## src/rtl/can_fc_pkg.sv

```systemverilog
package can_fc_pkg;

  localparam int unsigned WARN_LIM    = 96;
  localparam int unsigned PASSIVE_LIM = 128;
  localparam int unsigned BUSOFF_LIM  = 256;

  typedef enum logic [1:0] {
    FC_ACTIVE  = 2'b00,
    FC_PASSIVE = 2'b01,
    FC_BUSOFF  = 2'b10
  } fc_state_e;

  // Next counter value: error step has priority, success step floors at 0.
  function automatic int unsigned fc_step_count(int unsigned cur, logic up, logic down,
                                                int unsigned step, int unsigned ceiling);
    int unsigned res;
    res = cur;
    if (up) begin
      res = (cur + step > ceiling) ? ceiling : cur + step;
    end else if (down) begin
      res = (cur == 0) ? 0 : cur - 1;
    end
    return res;
  endfunction

  // Mode from the two counter values.
  function automatic fc_state_e fc_classify(int unsigned tec, int unsigned rec);
    if (tec >= BUSOFF_LIM)                         return FC_BUSOFF;
    if (tec >= PASSIVE_LIM || rec >= PASSIVE_LIM)  return FC_PASSIVE;
    return FC_ACTIVE;
  endfunction

endpackage

```

## src/rtl/fc_err_counter.sv

```systemverilog
module fc_err_counter #(
  parameter int unsigned W    = 9,
  parameter int unsigned STEP = 8
) (
  input  logic         clk,
  input  logic         rst_n,
  input  logic         hold_i,
  input  logic         clr_i,
  input  logic         inc_i,
  input  logic         dec_i,
  output logic [W-1:0] cnt_o
);
  import can_fc_pkg::*;

  localparam int unsigned CEIL = (1 << W) - 1;

  logic [W-1:0] cnt_q;

  always_ff @(posedge clk or negedge rst_n) begin
    if (!rst_n) begin
      cnt_q <= '0;
    end else if (clr_i) begin
      cnt_q <= '0;
    end else if (!hold_i) begin
      cnt_q <= W'(fc_step_count(32'(cnt_q), inc_i, dec_i, STEP, CEIL));
    end
  end

  assign cnt_o = cnt_q;
endmodule

```

## src/rtl/fc_idle_recovery.sv

```systemverilog
module fc_idle_recovery #(
  parameter int unsigned RUN_BITS  = 11,
  parameter int unsigned RUN_COUNT = 128
) (
  input  logic clk,
  input  logic rst_n,
  input  logic arm_i,
  input  logic sample_i,
  input  logic bus_bit_i,
  output logic recover_o
);
  localparam int unsigned BIT_W = $clog2(RUN_BITS);
  localparam int unsigned RUN_W = $clog2(RUN_COUNT);

  logic [BIT_W-1:0] bit_q;
  logic [RUN_W-1:0] run_q;
  logic             run_end_w;

  assign run_end_w = sample_i && bus_bit_i && (bit_q == BIT_W'(RUN_BITS - 1));
  assign recover_o = arm_i && run_end_w && (run_q == RUN_W'(RUN_COUNT - 1));

  always_ff @(posedge clk or negedge rst_n) begin
    if (!rst_n) begin
      bit_q <= '0;
      run_q <= '0;
    end else if (!arm_i || recover_o) begin
      bit_q <= '0;
      run_q <= '0;
    end else if (sample_i) begin
      if (!bus_bit_i) begin
        bit_q <= '0;
      end else if (run_end_w) begin
        bit_q <= '0;
        run_q <= run_q + 1'b1;
      end else begin
        bit_q <= bit_q + 1'b1;
      end
    end
  end
endmodule

```

## src/rtl/fc_state_decode.sv

```systemverilog
module fc_state_decode #(
  parameter int unsigned TEC_W = 9,
  parameter int unsigned REC_W = 8
) (
  input  logic [TEC_W-1:0] tec_i,
  input  logic [REC_W-1:0] rec_i,
  output logic [1:0]       state_o,
  output logic             busoff_o,
  output logic             warn_o,
  output logic             enable_o,
  output logic             dominant_o
);
  import can_fc_pkg::*;

  fc_state_e st;

  always_comb begin
    st         = fc_classify(32'(tec_i), 32'(rec_i));
    state_o    = st;
    busoff_o   = (st == FC_BUSOFF);
    enable_o   = (st != FC_BUSOFF);
    dominant_o = (st == FC_ACTIVE);
    warn_o     = (32'(tec_i) >= WARN_LIM) || (32'(rec_i) >= WARN_LIM);
  end
endmodule

```

## src/rtl/can_fault_confine.sv

```systemverilog
module can_fault_confine #(
  parameter int unsigned TEC_W     = 9,
  parameter int unsigned REC_W     = 8,
  parameter int unsigned TEC_STEP  = 8,
  parameter int unsigned REC_STEP  = 1,
  parameter int unsigned RUN_BITS  = 11,
  parameter int unsigned RUN_COUNT = 128
) (
  input  logic             clk,
  input  logic             rst_n,
  input  logic             tx_err_i,
  input  logic             rx_err_i,
  input  logic             tx_ok_i,
  input  logic             rx_ok_i,
  input  logic             sample_i,
  input  logic             bus_bit_i,
  output logic [TEC_W-1:0] tec_o,
  output logic [REC_W-1:0] rec_o,
  output logic [1:0]       state_o,
  output logic             warn_o,
  output logic             enable_o,
  output logic             err_dominant_o
);
  logic busoff_w;
  logic recover_w;

  fc_err_counter #(.W(TEC_W), .STEP(TEC_STEP)) u_tec (
    .clk(clk), .rst_n(rst_n), .hold_i(busoff_w), .clr_i(recover_w),
    .inc_i(tx_err_i), .dec_i(tx_ok_i), .cnt_o(tec_o)
  );

  fc_err_counter #(.W(REC_W), .STEP(REC_STEP)) u_rec (
    .clk(clk), .rst_n(rst_n), .hold_i(busoff_w), .clr_i(recover_w),
    .inc_i(rx_err_i), .dec_i(rx_ok_i), .cnt_o(rec_o)
  );

  fc_idle_recovery #(.RUN_BITS(RUN_BITS), .RUN_COUNT(RUN_COUNT)) u_recov (
    .clk(clk), .rst_n(rst_n), .arm_i(busoff_w), .sample_i(sample_i),
    .bus_bit_i(bus_bit_i), .recover_o(recover_w)
  );

  fc_state_decode #(.TEC_W(TEC_W), .REC_W(REC_W)) u_dec (
    .tec_i(tec_o), .rec_i(rec_o), .state_o(state_o), .busoff_o(busoff_w),
    .warn_o(warn_o), .enable_o(enable_o), .dominant_o(err_dominant_o)
  );
endmodule

```

## config.mk

```make
export PLATFORM = sky130hd
export DESIGN_NAME = can_fault_confine
export DESIGN_NICKNAME = d
export VERILOG_FILES = /design/src/rtl/can_fc_pkg.sv /design/src/rtl/fc_err_counter.sv /design/src/rtl/fc_idle_recovery.sv /design/src/rtl/fc_state_decode.sv /design/src/rtl/can_fault_confine.sv
export SDC_FILE = /design/constraint.sdc
export NUM_CORES = 1
export LEC_CHECK = 0
export BUFFER_PORTS_ARGS = -buffer_cell sky130_fd_sc_hd__buf_2
export CAP_MARGIN = 20
export CORE_MARGIN = 2
export CORE_UTILIZATION = 40
export CTS_CLUSTER_DIAMETER = 200
export DETAILED_ROUTE_END_ITERATION = 10
export PLACE_DENSITY = 0.63
export SYNTH_ARGS = -nofsm -noshare
export SYNTH_HDL_FRONTEND = slang
export SYNTH_SLANG_ARGS = --single-unit
```

## constraint.sdc

```tcl
create_clock -name clk -period 5 [get_ports clk]
set_clock_uncertainty 0.2 [all_clocks]
set_input_delay 0.5 -clock clk [delete_from_list [all_inputs] [get_ports clk]]
set_output_delay 0.5 -clock clk [all_outputs]
set_load 0.01 [all_outputs]
```

==> out/metrics.yaml, run 1 <==
layout:
  final_cells: 346
  final_cell_mix: "buf_2 (29), dfrtp_1 (28), nor2_1 (22)"
  drive_above_1_share_pct: 15.6
  synthToLayoutAreaGrowth_pct: 10.8
  final_util_pct: 46.2
  n_antenna_cell: 0
  seqCellArea_sq_um: 701
  fill_cells: 519
  final_common_cell: "buf_2"
  final_nets: 294
  multi_input_area_sq_um: 1290
logic_synthesis:
  yosysSeqAreaShare_pct: 32.9
  ys_types: 56
  yosysTopAreaCellShare_pct: 32.9
  synth_edf_count: 0
  avgSynthCellArea_sq_um: 8.18
  ys.flop_type: "dfrtp_1"
  ys_warn_count: 0
  post-synth-top-area-cell: "dfrtp_1"
  ys_ff_latch: 28
  synthTopCellsByArea: "dfrtp_1 (33%), ha_1 (5.3%), a21oi_1 (4.5%)"
  syn-num-nets: 277
  postSynthCellCount: 260
  synth_area_sq_um: 2130
  async_flop_share_pct: 100
worst_setup_path:
  end_kind: "flip-flop"
  cp.required_ns: 4.98
  path_class: "flip-flop to flip-flop"
  r2r_start: "u_rec.cnt_o[1]"
  startpoint: "u_rec.cnt_o[1]"
  cp-start-kind: "flip-flop"
  crit_arrival_ns: 2.25
  cp_max_fo: 9
clock_network:
  clk_latency_ns: 0.28
  cts_buffers: 3
  cts_hold_buffers: 0
  cts_setup_buffers: 0
  clkSlewWorstSetupHoldPaths_ns: 0.11
  clk_path_buf_depth: 2
  clock_sinks: 28
  cts_resized: 0
  cts_tree: "built"
  cts.root.buffer_cell: "clkbuf_8"
  cts-htree-levels: 1
global_routing:
  grt_antenna_before_repair: 0
  use_met1_pct: 27.6
  grt_pass1_wl_um: 8850
  grt-ovfl-total: 0
  grt.total_usage_pct: 18.3
  busiest_layer: "met2"
  grt_max_degree: 29
  grtUsageMet2_pct: 27.6
  grt_pass1_vias: 1758
  gr-usage-met3_pct: 2.24
detailed_routing:
  drc: 0
  routedWlPerCell_um: 15.1
  first_pass_iters: 4
  drt_iter0_drc: 210
  via_per_inst: 5.84
  via_count: 2019
  antenna_left: 0
  postRouteWirelength_um: 5210
pwr:
  ir_worst_vdd_v: 0.000265
  power.leakage_nw: 1.01
  power.density_nw_per_um2: 531
die:
  start_util_pct: 41.6
  fp.dieH_um: 76.9
  core_sq_um: 5110
  die_w_um: 76.9
  dieArea_sq_um: 5920
  row_count: 26
  ioPinCount: 30
placement:
  port_buffers: 29
  place_congestion: 0.828
  dp.cells: 342
  place_hpwl_um: 3610
sta:
  final.min_clock_period_ns: 2.27
  hold_viol: 0
  setup_viol: 0
  rsz0062_at_grt: "no"
  max_slew_margin_pct: 52.2
  worst_pin_slew_ns: 0.711
  hold_slack_ns: 0.0378
  timing.final.crit_share_pct: 45.5
  setup_tns_ns: 0
  slew_viol_final: 0
  fmax_ghz: 0.440
flow_run:
  drv_cap: 0
run_status:
  status: "complete, no violations"
min_path:
  hp-class: "primary input to async pin"
## final timing paths
kind	depth (start not counted)	endpoint	slack [ns]
max in group asynchronous	1	u_tec.cnt_o[5]	4.14
max	6	u_rec.cnt_o[4]	2.73
min	1	u_recov.bit_q[1]	0.04
min in group clk	3	u_recov.bit_q[3]	0.32
max reg2reg	6	u_rec.cnt_o[4]	2.73
min reg2reg	2	u_recov.run_q[1]	0.36
## cell usage after synthesis (3+ instances only)
| library cell | n |
|---|---|
| nand3_1 | 16 |
| a21oi_1 | 19 |
| nand4_1 | 5 |
| inv_1 | 16 |
| o21a_1 | 3 |
| a221o_1 | 3 |
| nor4b_1 | 4 |
| a31oi_1 | 6 |
| xnor2_1 | 6 |
| ha_1 | 9 |
| nor2_1 | 22 |
| and3_1 | 4 |
| nor4_1 | 4 |
| clkbuf_1 | 14 |
| nor3_1 | 13 |
| or3_1 | 4 |
| nand2_1 | 19 |
| dfrtp_1 | 28 |
| or4_1 | 3 |
| o21ai_0 | 17 |
## final cells by class
| type | instances | area share (%) |
|---|---|---|
| repair buffers | 29 | 6.16 |
| clock buffers | 3 | 1.75 |
| inverters | 16 | 2.55 |
| flip-flops and latches | 28 | 29.7 |
| clock inverters | 1 | 1.27 |
| multi-input cells | 199 | 54.8 |
| well taps | 70 | 3.72 |
## through the flow
| stage | instance area, sq um | power, mW | setup slack [ns] |
|---|---|---|---|
| final | 2360 | 1.25 | 2.73 |
| after global routing | 2360 | 1.36 | 2.58 |
| after CTS | 2360 | 1.26 | 2.74 |
| after floorplan | 2130 | 0.892 | 2.79 |
| after global placement | 2290 | 1.07 | 2.77 |
| after detailed placement | 2290 | 1.07 | 2.74 |
## critical path: stages (launching register included)
cell	delay [ns]
dfrtp_1	0.49
inv_1	0.11
ha_1	0.30
or3b_1	0.42
a21oi_1	0.19
and4b_1	0.21
a221o_1	0.25
## state kept, by name (all words and copies together) (netlist names)
name and flops:
u_recov.run_q 7, u_tec.cnt_o 9, u_rec.cnt_o 8, u_recov.bit_q 4
## routing by layer
metal / wire (um) / vias to the layer above / part of all wire (%)
met5: 0 / - / 0
met4: 34 / 0 / 0.65
met3: 266 / 4 / 5.1
met2: 2330 / 72 / 45
met1: 2580 / 946 / 50
li1: - / 997 / -
## cell families (layout without fill, tap and decap cells)
family	after synthesis	in the layout	synth area share (%)
DFF	28	28	32.9
muxes	2	2	1.06
adders and majority gates	9	9	5.29
and+or+nand+nor	110	110	29.7
buffers and inverters	33	49	6.29
AOI/OAI and AO/OA	72	72	22.2
xor gates and xnor gates	6	6	2.47
## power by group
group	total [mW]	internal [mW]	leakage, nW	switching, mW
clock	0.186	0.107	0.0357	0.0785
combinational	0.607	0.269	0.615	0.338
sequential	0.459	0.292	0.358	0.167
Power figures use the tool's default switching activity.
==> run 2, diff against run 1 <==
==> constraint.sdc (replaced) <==
create_clock -name clk -period 2.1 [get_ports clk]
set_clock_uncertainty 0.2 [all_clocks]
set_input_delay 0.21 -clock clk [delete_from_list [all_inputs] [get_ports clk]]
set_output_delay 0.21 -clock clk [all_outputs]
set_load 0.01 [all_outputs]
==> run 2 against run 1 <==
Net effect:
- via count up 4.8%
- combinational power rose to 3.3 times the previous value
- core utilization up 4.4 points
- final cell count up 6.4%
- final area up 9.6%
- critical endpoint is now u_tec.cnt_o[5]
- sequential cell count unchanged
==> out/metrics.yaml, run 2 (synthesis gave the netlist of run 1 again) <==
detailed_routing:
  via_per_inst: 5.75
  routedWlPerCell_um: 15.3
  first_pass_iters: 4
  antenna_left: 0
  drt_iter0_drc: 193
  drc: 0
  postRouteWirelength_um: 5640
  via_count: 2115
global_routing:
  grt_pass1_wl_um: 9590
  grt_max_degree: 29
  grtUsageMet2_pct: 32.5
  gr-usage-met3_pct: 2.59
  grt.total_usage_pct: 19.5
  use_met1_pct: 27.3
  busiest_layer: "met2"
  grt-ovfl-total: 0
  grt_pass1_vias: 1989
  grt_antenna_before_repair: 0
sta:
  worst_pin_slew_ns: 0.672
  final.min_clock_period_ns: 2.07
  rsz0062_at_grt: "yes"
  max_slew_margin_pct: 55.2
  hold_viol: 0
  fmax_ghz: 0.483
  setup_tns_ns: 0
  timing.final.crit_share_pct: 98.5
  setup_viol: 0
  slew_viol_final: 0
clock_network:
  clk_latency_ns: 0.28
  cts_buffers: 3
  cts.root.buffer_cell: "clkbuf_8"
  clk_path_buf_depth: 2
  cts_tree: "built"
  clock_sinks: 28
  clkSlewWorstSetupHoldPaths_ns: 0.11
  cts-htree-levels: 1
layout:
  final_cells: 368
  synthToLayoutAreaGrowth_pct: 21.5
  largest_reg_flops: 9
  final_nets: 316
  n_antenna_cell: 0
  final_cell_mix: "buf_2 (29), dfrtp_1 (28), nor2_1 (21), buf_4 (21), nand2_1 (19)"
  final_common_cell: "buf_2"
  drive_above_1_share_pct: 27.2
worst_setup_path:
  path_class: "flip-flop to flip-flop"
  cp_max_fo: 4
  end_kind: "flip-flop"
  cp-start-kind: "flip-flop"
  cp.required_ns: 2.07
  crit_arrival_ns: 2.04
placement:
  dp.cells: 362
  place_hpwl_um: 4100
  port_buffers: 29
  place_congestion: 0.894
pwr:
  power.density_nw_per_um2: 1260
  ir_worst_vdd_v: 0.000617
  power.leakage_nw: 1.12
die:
  die_w_um: 76.9
  start_util_pct: 41.6
  row_count: 26
  ioPinCount: 30
  core_sq_um: 5110
  dieArea_sq_um: 5920
  fp.dieH_um: 76.9
flow_run:
  drv_cap: 0
run_status:
  status: "complete, no violations"
min_path:
  hp-class: "primary input to flip-flop"
[run 2: path summary, 6_finish.rpt]
kind,depth (start not counted),slack (ns),endpoint,start
setup / recovery,6,0.03,u_tec.cnt_o[5],u_tec.cnt_o[3]
hold / removal,3,0.03,u_recov.bit_q[3],bus_bit_i
setup reg to reg,6,0.03,u_tec.cnt_o[5],u_tec.cnt_o[3]
hold reg to reg,2,0.36,u_recov.run_q[1],u_recov.run_q[1]
max in group asynchronous,2,0.97,u_recov.bit_q[3],rst_n
min in group asynchronous,2,0.29,u_tec.cnt_o[4],rst_n
[run 2: report_power, final]
| group | internal, mW | switching, mW | leakage, nW |
|---|---|---|---|
| sequential | 0.698 | 0.213 | 0.358 |
| clock | 0.168 | 0.179 | 0.0288 |
| combinational | 0.879 | 1.12 | 0.732 |
| total | 1.74 | 1.51 | 1.12 |
[run 2: metrics by stage]
stage	util (%)	hold slack [ns]	area, sq um	power, mW	setup slack, ns
2_1_floorplan	-	-0.286	2160	2.18	0.00630
3_3_place_gp	48.1	0.0835	2450	2.81	0.0958
3_5_place_dp	48.1	0.0801	2450	2.82	0.0726
4_1_cts	49.3	0.0298	2520	3.17	0.0446
5_1_grt	50.6	0.0380	2580	3.54	-0.0390
6_report	50.6	0.0328	2580	3.25	0.0305
[run 2: per-layer routing]
layer	up-vias	wire [um]
met3	4	257
met1	1024	2630
li1	1041	-
met5	-	0
met2	46	2710
met4	0	44
[run 2: critical path, cell delays in order, from the launching register on]
cell and delay [ns]:
dfrtp_1 0.41, inv_2 0.08, ha_4 0.11, or4b_4 0.48, or4b_4 0.55, nand3_2 0.08
a21oi_2 0.04
[run 2: final cells by class]
type                            instances  area, sq um
Inverter                               16         60.1
Clock buffer                            4         55.1
Sequential cell                        28          701
Timing Repair Buffer                   51          313
Multi-Input combinational cell        199         1370
Fill cell                             515         2520
Tap cell                               70         87.6
[run 2: repair_timing]
action                                  4_1_cts  5_1_grt
setup buffers                                 0        1
gates resized for setup                       0       16
endpoints found under the setup margin        0       19
hold buffers                                  1        0
endpoints found under the hold margin        28        0
==> run 3, diff against run 2 <==
--- a/config.mk
+++ b/config.mk
@@ -11,7 +11,7 @@
 export CORE_UTILIZATION = 40
 export CTS_CLUSTER_DIAMETER = 200
 export DETAILED_ROUTE_END_ITERATION = 10
-export PLACE_DENSITY = 0.63
+export PLACE_DENSITY_LB_ADDON = 0.3
 export SYNTH_ARGS = -nofsm -noshare
 export SYNTH_HDL_FRONTEND = slang
 export SYNTH_SLANG_ARGS = --single-unit
==> run 3 against run 2 <==
Net effect:
- total power barely moved
- sequential cell count did not move
- core utilization fell by 0.44 points
- sequential share of layout area rose by 0.24 points
- clock-buffer cell count fell by 1
- critical path type unchanged
==> out/metrics.yaml, run 3 (synthesis gave the netlist of run 1 again) <==
layout:
  drive_above_1_share_pct: 23.7
  n_antenna_cell: 0
  stdcell_area_sq_um: 2560
  final_common_cell: "buf_2"
  final_cell_mix: "buf_2 (29), dfrtp_1 (28), nor2_1 (22), buf_4 (22), nand2_1 (19)"
  fill_cells: 506
  final_cells: 369
  final_nets: 317
  largest_reg_flops: 9
  synthToLayoutAreaGrowth_pct: 20.4
detailed_routing:
  via_count: 2079
  drt_iter0_drc: 141
  drc: 0
  routedWlPerCell_um: 14.7
  first_pass_iters: 4
  antenna_left: 0
  via_per_inst: 5.63
  postRouteWirelength_um: 5420
sta:
  max_slew_margin_pct: 55.6
  rsz0062_at_grt: "no"
  setup_viol: 0
  hold_slack_ns: 0.0211
  hold_viol: 0
  setup_tns_ns: 0
  timing.final.crit_share_pct: 96.9
  final.min_clock_period_ns: 2.03
  slew_viol_final: 0
  fmax_ghz: 0.492
  worst_pin_slew_ns: 0.665
pwr:
  combPwrFrac_pct: 58.4
  switchingPower_mw: 1.45
  p_seq_share_pct: 28.1
  p_clk_share_pct: 13.5
  power.leakage_nw: 1.12
  p_total_mw: 3.25
  power.density_nw_per_um2: 1270
  p_sw_share_pct: 44.6
  ir_worst_vdd_v: 0.000597
  intPower_mw: 1.80
placement:
  post_dp_cell_area_sq_um: 2470
  place_hpwl_um: 3990
  place_congestion: 0.872
  dp.cells: 364
  port_buffers: 29
global_routing:
  grt.total_usage_pct: 19.3
  grt_pass1_vias: 2056
  grt_antenna_before_repair: 0
  grt_pass1_wl_um: 9480
  grt-ovfl-total: 0
  grt_max_degree: 29
worst_setup_path:
  critPathBufInv: 1
  crit_arrival_ns: 2.01
  cp.required_ns: 2.07
  max_stage_delay_ns: 0.48
  crit_slowest_cell: "or4b_1"
  end_kind: "flip-flop"
  reg2reg_setup_slack_ns: 0.07
  cp_max_fo: 4
  crit_family: "simple AND/OR/NAND/NOR gates"
  path_class: "flip-flop to flip-flop"
  cp-start-kind: "flip-flop"
  crit_chain: "inv_2 -> ha_1 -> or4b_4 -> or4b_1 -> nand3_1 -> a21oi_1"
die:
  start_util_pct: 41.6
  die_w_um: 76.9
  dieArea_sq_um: 5920
  fp.dieH_um: 76.9
  ioPinCount: 30
  core_sq_um: 5110
  row_count: 26
clock_network:
  cts.root.buffer_cell: "clkbuf_8"
  clk_latency_ns: 0.28
  clkSlewWorstSetupHoldPaths_ns: 0.10
  cts_setup_buffers: 0
  clock_sinks: 28
  cts_tree: "built"
  cts_buffers: 3
  cts-htree-levels: 1
  clk_path_buf_depth: 2
run_status:
  status: "complete, no violations"
min_path:
  hp-class: "primary input to flip-flop"
flow_run:
  drv_cap: 0
-- run 3: final cells by class --
| class | instances | area, sq um | share of cell area (%) |
|---|---|---|---|
| clock buffer | 3 | 41.3 | 1.61 |
| sequential | 28 | 701 | 27.4 |
| inverter | 16 | 60.1 | 2.34 |
| clock inverter | 1 | 30.0 | 1.17 |
| multi-input combinational | 199 | 1320 | 51.6 |
| tap | 70 | 87.6 | 3.42 |
| timing repair buffer | 52 | 320 | 12.5 |
-- run 3: worst min-delay path, delay by kind of cell --
kind                   cells  cell delay, ns
AO/OA/AOI/OAI              2            0.13
buffers and inverters      1            0.13
-- run 3: what timing repair did --
action | in CTS | in global routing
setup endpoints to repair | 0 | 15
hold buffers | 1 | 0
resized for setup | 0 | 4
hold endpoints to repair | 28 | 0
-- run 3: path summary, 6_finish.rpt --
kind | from | endpoint | depth (start not counted)
max in group asynchronous | rst_n | u_rec.cnt_o[1] | 2
setup reg to reg | u_tec.cnt_o[3] | u_tec.cnt_o[5] | 6
setup / recovery | u_tec.cnt_o[3] | u_tec.cnt_o[5] | 6
min in group asynchronous | rst_n | u_recov.bit_q[2] | 2
hold / removal | bus_bit_i | u_recov.bit_q[3] | 3
hold reg to reg | u_recov.run_q[1] | u_recov.run_q[1] | 2
-- run 3: through the flow --
stage / setup slack [ns] / util, %
after global placement: 0.137 / 48.4
after CTS: 0.0303 / 50.0
final: 0.0658 / 50.1
after detailed placement: 0.0640 / 48.4
after global routing: 0.00212 / 50.1
after floorplan: 0.00630 / -
-- run 3: layer usage --
layer | GRT usage [%] | vias to the layer above | routed length [um]
met1 | 25.8 | 976 | 2530
met2 | 32.1 | 56 | 2610
met4 | 6.00 | 0 | 79
met5 | 0 | - | 0
met3 | 2.71 | 8 | 196
li1 | - | 1039 | -
-- run 3: power groups by stage --
stage | sequential, mW | combinational, mW | clock [mW]
after floorplan | 0.939 | 1.24 | 0
after global placement | 0.917 | 1.87 | 0
after detailed placement | 0.923 | 1.90 | 0
after CTS | 0.913 | 1.91 | 0.450
after global routing | 0.948 | 2.12 | 0.475
final | 0.913 | 1.90 | 0.440
